### src/rtl/intc_pkg.sv
package intc_pkg;
  localparam int CORE_SRCS = 3;
  localparam int SRC_EXT   = 0;
  localparam int SRC_PORT  = 1;
  localparam int SRC_TMR   = 2;
  localparam int PORT_W    = 4;
  localparam int ADDR_W    = 2;

  typedef enum logic [ADDR_W-1:0] {
    ADR_FLAGS = 2'd0,
    ADR_CTRL  = 2'd1,
    ADR_PORT  = 2'd2,
    ADR_NONE  = 2'd3
  } reg_addr_e;
endpackage

### src/rtl/intc_sync.sv
module intc_sync #(
  parameter int W = 1
) (
  input  logic         clk,
  input  logic         rst_n,
  input  logic [W-1:0] d_async,
  output logic [W-1:0] q_sync
);
  logic [W-1:0] meta_q;
  logic [W-1:0] stab_q;

  always_ff @(posedge clk or negedge rst_n) begin
    if (!rst_n) begin
      meta_q <= '0;
      stab_q <= '0;
    end else begin
      meta_q <= d_async;
      stab_q <= meta_q;
    end
  end

  assign q_sync = stab_q;
endmodule

### src/rtl/intc_event_detect.sv
module intc_event_detect #(
  parameter int PW = 4
) (
  input  logic          clk,
  input  logic          rst_n,
  input  logic          ext_s,
  input  logic          rise_sel,
  input  logic [PW-1:0] port_s,
  input  logic          port_capture,
  output logic          ext_evt,
  output logic          port_evt
);
  logic          ext_prev_q, ext_prev_d;
  logic [PW-1:0] port_ref_q, port_ref_d;

  always_comb begin
    ext_prev_d = ext_s;
    port_ref_d = port_ref_q;
    if (port_capture) begin
      port_ref_d = port_s;
    end
  end

  always_ff @(posedge clk or negedge rst_n) begin
    if (!rst_n) begin
      ext_prev_q <= 1'b0;
      port_ref_q <= '0;
    end else begin
      ext_prev_q <= ext_prev_d;
      port_ref_q <= port_ref_d;
    end
  end

  always_comb begin
    if (rise_sel) begin
      ext_evt = ext_s & ~ext_prev_q;
    end else begin
      ext_evt = ~ext_s & ext_prev_q;
    end
    port_evt = |(port_s ^ port_ref_q);
  end
endmodule

### src/rtl/intc_flag_bank.sv
module intc_flag_bank #(
  parameter int N = 7
) (
  input  logic         clk,
  input  logic         rst_n,
  input  logic [N-1:0] set_vec,
  input  logic [N-1:0] clr_vec,
  output logic [N-1:0] flags
);
  logic [N-1:0] flag_q, flag_d;

  for (genvar i = 0; i < N; i++) begin : g_flag
    always_comb begin
      if (set_vec[i]) begin
        flag_d[i] = 1'b1;
      end else if (clr_vec[i]) begin
        flag_d[i] = 1'b0;
      end else begin
        flag_d[i] = flag_q[i];
      end
    end
  end

  always_ff @(posedge clk or negedge rst_n) begin
    if (!rst_n) begin
      flag_q <= '0;
    end else begin
      flag_q <= flag_d;
    end
  end

  assign flags = flag_q;
endmodule

### src/rtl/intc_two_tier.sv
module intc_two_tier
  import intc_pkg::*;
#(
  parameter int NPER = 4,
  localparam int NSRC = CORE_SRCS + NPER,
  localparam int DW   = NSRC + 3
) (
  input  logic                clk,
  input  logic                rst_n,
  input  logic                ext_pin,
  input  logic [PORT_W-1:0]   port_pins,
  input  logic                tmr_wrap,
  input  logic [NPER-1:0]     periph_evt,
  input  logic                reg_wr,
  input  logic                reg_rd,
  input  logic [ADDR_W-1:0]   reg_addr,
  input  logic [DW-1:0]       reg_wdata,
  output logic [DW-1:0]       reg_rdata,
  output logic                irq
);
  localparam int BIT_EDGE = NSRC;
  localparam int BIT_PGE  = NSRC + 1;
  localparam int BIT_GIE  = NSRC + 2;

  // reset: asserted asynchronously, released after two clock edges
  logic [1:0] rst_pipe_q;
  logic       rst_core_n;

  always_ff @(posedge clk or negedge rst_n) begin
    if (!rst_n) begin
      rst_pipe_q <= 2'b00;
    end else begin
      rst_pipe_q <= {rst_pipe_q[0], 1'b1};
    end
  end
  assign rst_core_n = rst_pipe_q[1];

  // synchronisers
  logic              ext_s;
  logic [PORT_W-1:0] port_s;

  intc_sync #(.W(1)) u_sync_ext (
    .clk(clk), .rst_n(rst_core_n), .d_async(ext_pin), .q_sync(ext_s)
  );
  intc_sync #(.W(PORT_W)) u_sync_port (
    .clk(clk), .rst_n(rst_core_n), .d_async(port_pins), .q_sync(port_s)
  );

  // control register
  logic [NSRC-1:0] en_q, en_d;
  logic            rise_q, rise_d;
  logic            pge_q, pge_d;
  logic            gie_q, gie_d;
  logic            wr_ctrl, wr_flags, rd_port;

  assign wr_ctrl  = reg_wr && (reg_addr == ADR_CTRL);
  assign wr_flags = reg_wr && (reg_addr == ADR_FLAGS);
  assign rd_port  = reg_rd && (reg_addr == ADR_PORT);

  always_comb begin
    en_d   = en_q;
    rise_d = rise_q;
    pge_d  = pge_q;
    gie_d  = gie_q;
    if (wr_ctrl) begin
      en_d   = reg_wdata[NSRC-1:0];
      rise_d = reg_wdata[BIT_EDGE];
      pge_d  = reg_wdata[BIT_PGE];
      gie_d  = reg_wdata[BIT_GIE];
    end
  end

  always_ff @(posedge clk or negedge rst_core_n) begin
    if (!rst_core_n) begin
      en_q   <= '0;
      rise_q <= 1'b0;
      pge_q  <= 1'b0;
      gie_q  <= 1'b0;
    end else begin
      en_q   <= en_d;
      rise_q <= rise_d;
      pge_q  <= pge_d;
      gie_q  <= gie_d;
    end
  end

  // event detection
  logic ext_evt, port_evt;

  intc_event_detect #(.PW(PORT_W)) u_detect (
    .clk(clk), .rst_n(rst_core_n),
    .ext_s(ext_s), .rise_sel(rise_q),
    .port_s(port_s), .port_capture(rd_port),
    .ext_evt(ext_evt), .port_evt(port_evt)
  );

  // flags
  logic [NSRC-1:0] set_vec, clr_vec, flags;

  always_comb begin
    set_vec = '0;
    set_vec[SRC_EXT]  = ext_evt;
    set_vec[SRC_PORT] = port_evt;
    set_vec[SRC_TMR]  = tmr_wrap;
    set_vec[NSRC-1:CORE_SRCS] = periph_evt;
    clr_vec = wr_flags ? ~reg_wdata[NSRC-1:0] : '0;
  end

  intc_flag_bank #(.N(NSRC)) u_flags (
    .clk(clk), .rst_n(rst_core_n),
    .set_vec(set_vec), .clr_vec(clr_vec), .flags(flags)
  );

  // qualification and request register
  logic [NSRC-1:0] gate_vec;
  logic            irq_d, irq_q;

  for (genvar i = 0; i < NSRC; i++) begin : g_gate
    if (i < CORE_SRCS) begin : g_core
      assign gate_vec[i] = flags[i] & en_q[i] & gie_q;
    end else begin : g_periph
      assign gate_vec[i] = flags[i] & en_q[i] & gie_q & pge_q;
    end
  end

  assign irq_d = |gate_vec;

  always_ff @(posedge clk or negedge rst_core_n) begin
    if (!rst_core_n) begin
      irq_q <= 1'b0;
    end else begin
      irq_q <= irq_d;
    end
  end
  assign irq = irq_q;

  // read mux
  always_comb begin
    reg_rdata = '0;
    case (reg_addr)
      ADR_FLAGS: reg_rdata[NSRC-1:0] = flags;
      ADR_CTRL:  reg_rdata = {gie_q, pge_q, rise_q, en_q};
      ADR_PORT:  reg_rdata[PORT_W-1:0] = port_s;
      default:   reg_rdata = '0;
    endcase
  end
endmodule

### config.mk
export PLATFORM = sky130hd
export DESIGN_NAME = intc_two_tier
export DESIGN_NICKNAME = d
export VERILOG_FILES = /design/src/rtl/intc_pkg.sv /design/src/rtl/intc_sync.sv /design/src/rtl/intc_event_detect.sv /design/src/rtl/intc_flag_bank.sv /design/src/rtl/intc_two_tier.sv
export SDC_FILE = /design/constraint.sdc
export NUM_CORES = 1
export LEC_CHECK = 0
export BUFFER_PORTS_ARGS = -buffer_cell sky130_fd_sc_hd__buf_2
export CAP_MARGIN = 20
export CORE_ASPECT_RATIO = 1.75
export CORE_UTILIZATION = 45
export DETAILED_ROUTE_END_ITERATION = 8
export GPL_TIMING_DRIVEN = 0
export PLACE_DENSITY_LB_ADDON = 0.05
export RECOVER_POWER = 100
export SYNTH_ARGS = -nofsm -noshare
export SYNTH_HDL_FRONTEND = slang
export SYNTH_HIERARCHICAL = 1
export SYNTH_SLANG_ARGS = --single-unit
### constraint.sdc
create_clock -name clk -period 2.25 [get_ports clk]
set_input_delay 0.45 -clock clk [delete_from_list [all_inputs] [get_ports clk]]
set_output_delay 0.45 -clock clk [all_outputs]
set_load 0.005 [all_outputs]
==> metrics <==
number of iterations in the first detailed-routing pass=4; DP Worst Slack=0.641 ns; total global routing overflow=0; kind of launch point of the worst setup path=primary input; number of cells after detailed placement=192; final period demand of the worst path=roughly 1.6 ns; data arrival time of the critical path=1.19 ns; wire length of the first global-routing pass=4550 µm; Setup CP Type=primary input to primary output; total CTS buffers=5; DRC=0; buffering stage count on the worst path with inverters included=3; maximum number of pins on one net before global-route repair=23; full die area=3580 µm²; combined area of the multi-input logic cells=509 µm²; critical path's top delay family=buffers and inverters; final number of hold-violating endpoints=0; worst slew slack as a fraction of its limit=0.630; critical-path cell with the highest stage delay=sky130_fd_sc_hd__nor2b_1; number of buffers added for setup after CTS=0; PnR worst setup slack=0.613 ns; maximum single-stage delay on the critical path=0.18 ns; clock transition time at the flip-flop clock pins of the worst setup and hold paths=0.07 ns; vias in the first global route=about 1000; Max Freq=0.611 GHz; DP Wirelength=2080 µm; Top cell by count, worst path=sky130_fd_sc_hd__buf_6; FILL cells=324; leading cell types in the layout, fill and taps excluded=sky130_fd_sc_hd__dfrtp_1, sky130_fd_sc_hd__buf_2, sky130_fd_sc_hd__nor2_1; power density over cell area=777 nW/µm²; # H-tree levels=2; number of hold buffers added after cts=1; register area=876 µm²; vertical die dimension=78.4 µm; per-cell routed wire length=14.2 µm; Syn Area/Cell=13.1 µm²; final cell count without fillers=between 200 and 250; # resized after CTS=0; worst voltage drop across the vdd grid=610 µV; Clock Sinks=35; io pins=37; final net count=183; overall routed net length=between 2000 and 3000 µm; final worst path period share=0.728; highest net fanout along the worst path=10; clk_skew=around 0.0051 ns; Seq cells post-synth=35; # diodes=0; Core Region=3180 µm²; setup TNS=0 ns; clock tree from TritonCTS=done; Warnings, synthesis=6; clock tree root buffer cell=sky130_fd_sc_hd__clkbuf_8; required time of the critical path=1.80 ns; Pins Over Slew Limit=0; Worst-Skew Late Latency=~0.28 ns; detailed router's first-iteration violation count=10; number of violations of the max-capacitance limit=0; width of the die=45.6 µm; instance count of the mapped netlist=roughly 110; leakage component of the power=0.813 nW; Placer Congestion=0.760; net count after synthesis=140; Cell Rows=27; total global-route track usage=0.180; unrepaired setup endpoints after global routing=false; endpoint class of the critical path=primary output; Port Buffer Count=34; measured slew at the worst slew-check pin=roughly 0.56 ns; area delta synth->final=19.4%; area of the mapped netlist=between 1000 and 1500 µm²; commonest non-fill, non-tap cell in the layout=sky130_fd_sc_hd__dfrtp_1; CTS Buffer Depth=2; number of distinct standard cells referenced by the synthesized netlist=21; number of antenna violations at the first check in global routing=0; share of post-route cells with drive strength above 1=0.316; part of the Yosys area used for sequential elements=0.584; number of vias in the routed layout=982; post-DR vias/cell=4.89; path type of the worst min-delay path=flop to asynchronous set/reset pin; result of the run=complete, no violations; remaining number of nets flagged by the antenna check after routing=0; final setup vio count=0; cell-by-cell trace of the critical path=buf_6, nor2b_1, buf_6, nand2_1, o21ai_0, clkbuf_2; Initial Utilization=0.472
## sequential cells by signal, indices dropped and copies added (netlist names)
register and count:
u_sync_port/q_sync 4, pge_q 1, u_sync_ext/q_sync 1, en_q 7, rise_q 1, rst_pipe_q 2, gie_q 1, u_flags/flags 7
u_detect/ext_prev_q 1, u_sync_port/meta_q 4, u_detect/port_ref_q 4, u_sync_ext/meta_q 1, irq 1
## cells by family (layout without fill, tap and decap cells)
group / count (synthesis) / in the layout / share of synthesized area
multiplexers: 21 / 21 / 0.177
buffers and inverters: 10 / 54 / 0.0401
flip-flops: 35 / 35 / 0.584
other: 1 / 1 / 0.00250
AO/OA/AOI/OAI: 17 / 17 / 0.0793
AND/OR/NAND/NOR: 26 / 26 / 0.0935
XOR/XNOR: 4 / 4 / 0.0234
## worst paths after layout
| check | startpoint | endpoint | slack, ns | cells after the start |
|---|---|---|---|---|
| max | reg_addr[0] | reg_rdata[3] | 0.61 | 6 |
| min in group clk | port_pins[0] | u_sync_port/meta_q[0] | 0.27 | 1 |
| max reg2reg | u_flags/flags[1] | irq | 1.16 | 2 |
| max in group asynchronous | rst_pipe_q[1] | en_q[4] | 1.52 | 1 |
| min | rst_pipe_q[1] | u_sync_port/q_sync[0] | 0.23 | 0 |
| min reg2reg | rst_pipe_q[1] | u_sync_port/q_sync[0] | 0.23 | 0 |
## through the flow
stage	total power [W]	hold WS (ns)	util	instance area, µm²
after floorplan	0.000903	0.154	-	1500
after global placement	0.000974	0.235	0.543	1720
after detailed placement	0.000991	0.236	0.551	1750
after CTS	0.00144	0.245	0.582	1850
after global routing	0.00146	0.257	0.563	1790
final	0.00139	0.226	0.563	1790
## Yosys cell counts, drive strengths merged
library cell	n	area share
and2	3	0.015
a21boi	1	0.0050
o22ai	1	0.0042
mux2	14	0.13
buf	3	0.023
a222oi	1	0.0067
nand2	8	0.031
nand2b	1	0.0042
inv	7	0.018
conb	1	0.0025
a21o	7	0.035
a22o	2	0.012
nor2b	1	0.0092
xnor2	4	0.023
o21ai	5	0.017
mux2i	7	0.047
dfrtp	35	0.58
nor2	12	0.030
nand4	1	0.0042
## per-layer routing
layer / GRT usage / part of all wire / vias up
met4: 0.0636 / 0.014 / 0
li1: - / - / 469
met5: 0 / 0 / -
met2: 0.321 / 0.55 / 24
met1: 0.195 / 0.40 / 485
met3: 0.0414 / 0.035 / 4
## final cells by class
class,count,share of cell area
Buffer,3,0.0189
Clock buffer,5,0.0385
Clock inverter,3,0.0112
Inverter,7,0.0147
Multi-Input combinational cell,69,0.285
Sequential cell,35,0.490
Tap cell,43,0.0301
Timing Repair Buffer,36,0.113
## power by group
group	internal [W]	switching (W)
Sequential	0.000699	0.0000536
Clock	0.000215	0.000230
Combinational	0.000114	0.0000784
Total	0.00103	0.000362
Power figures use the tool's default switching activity.
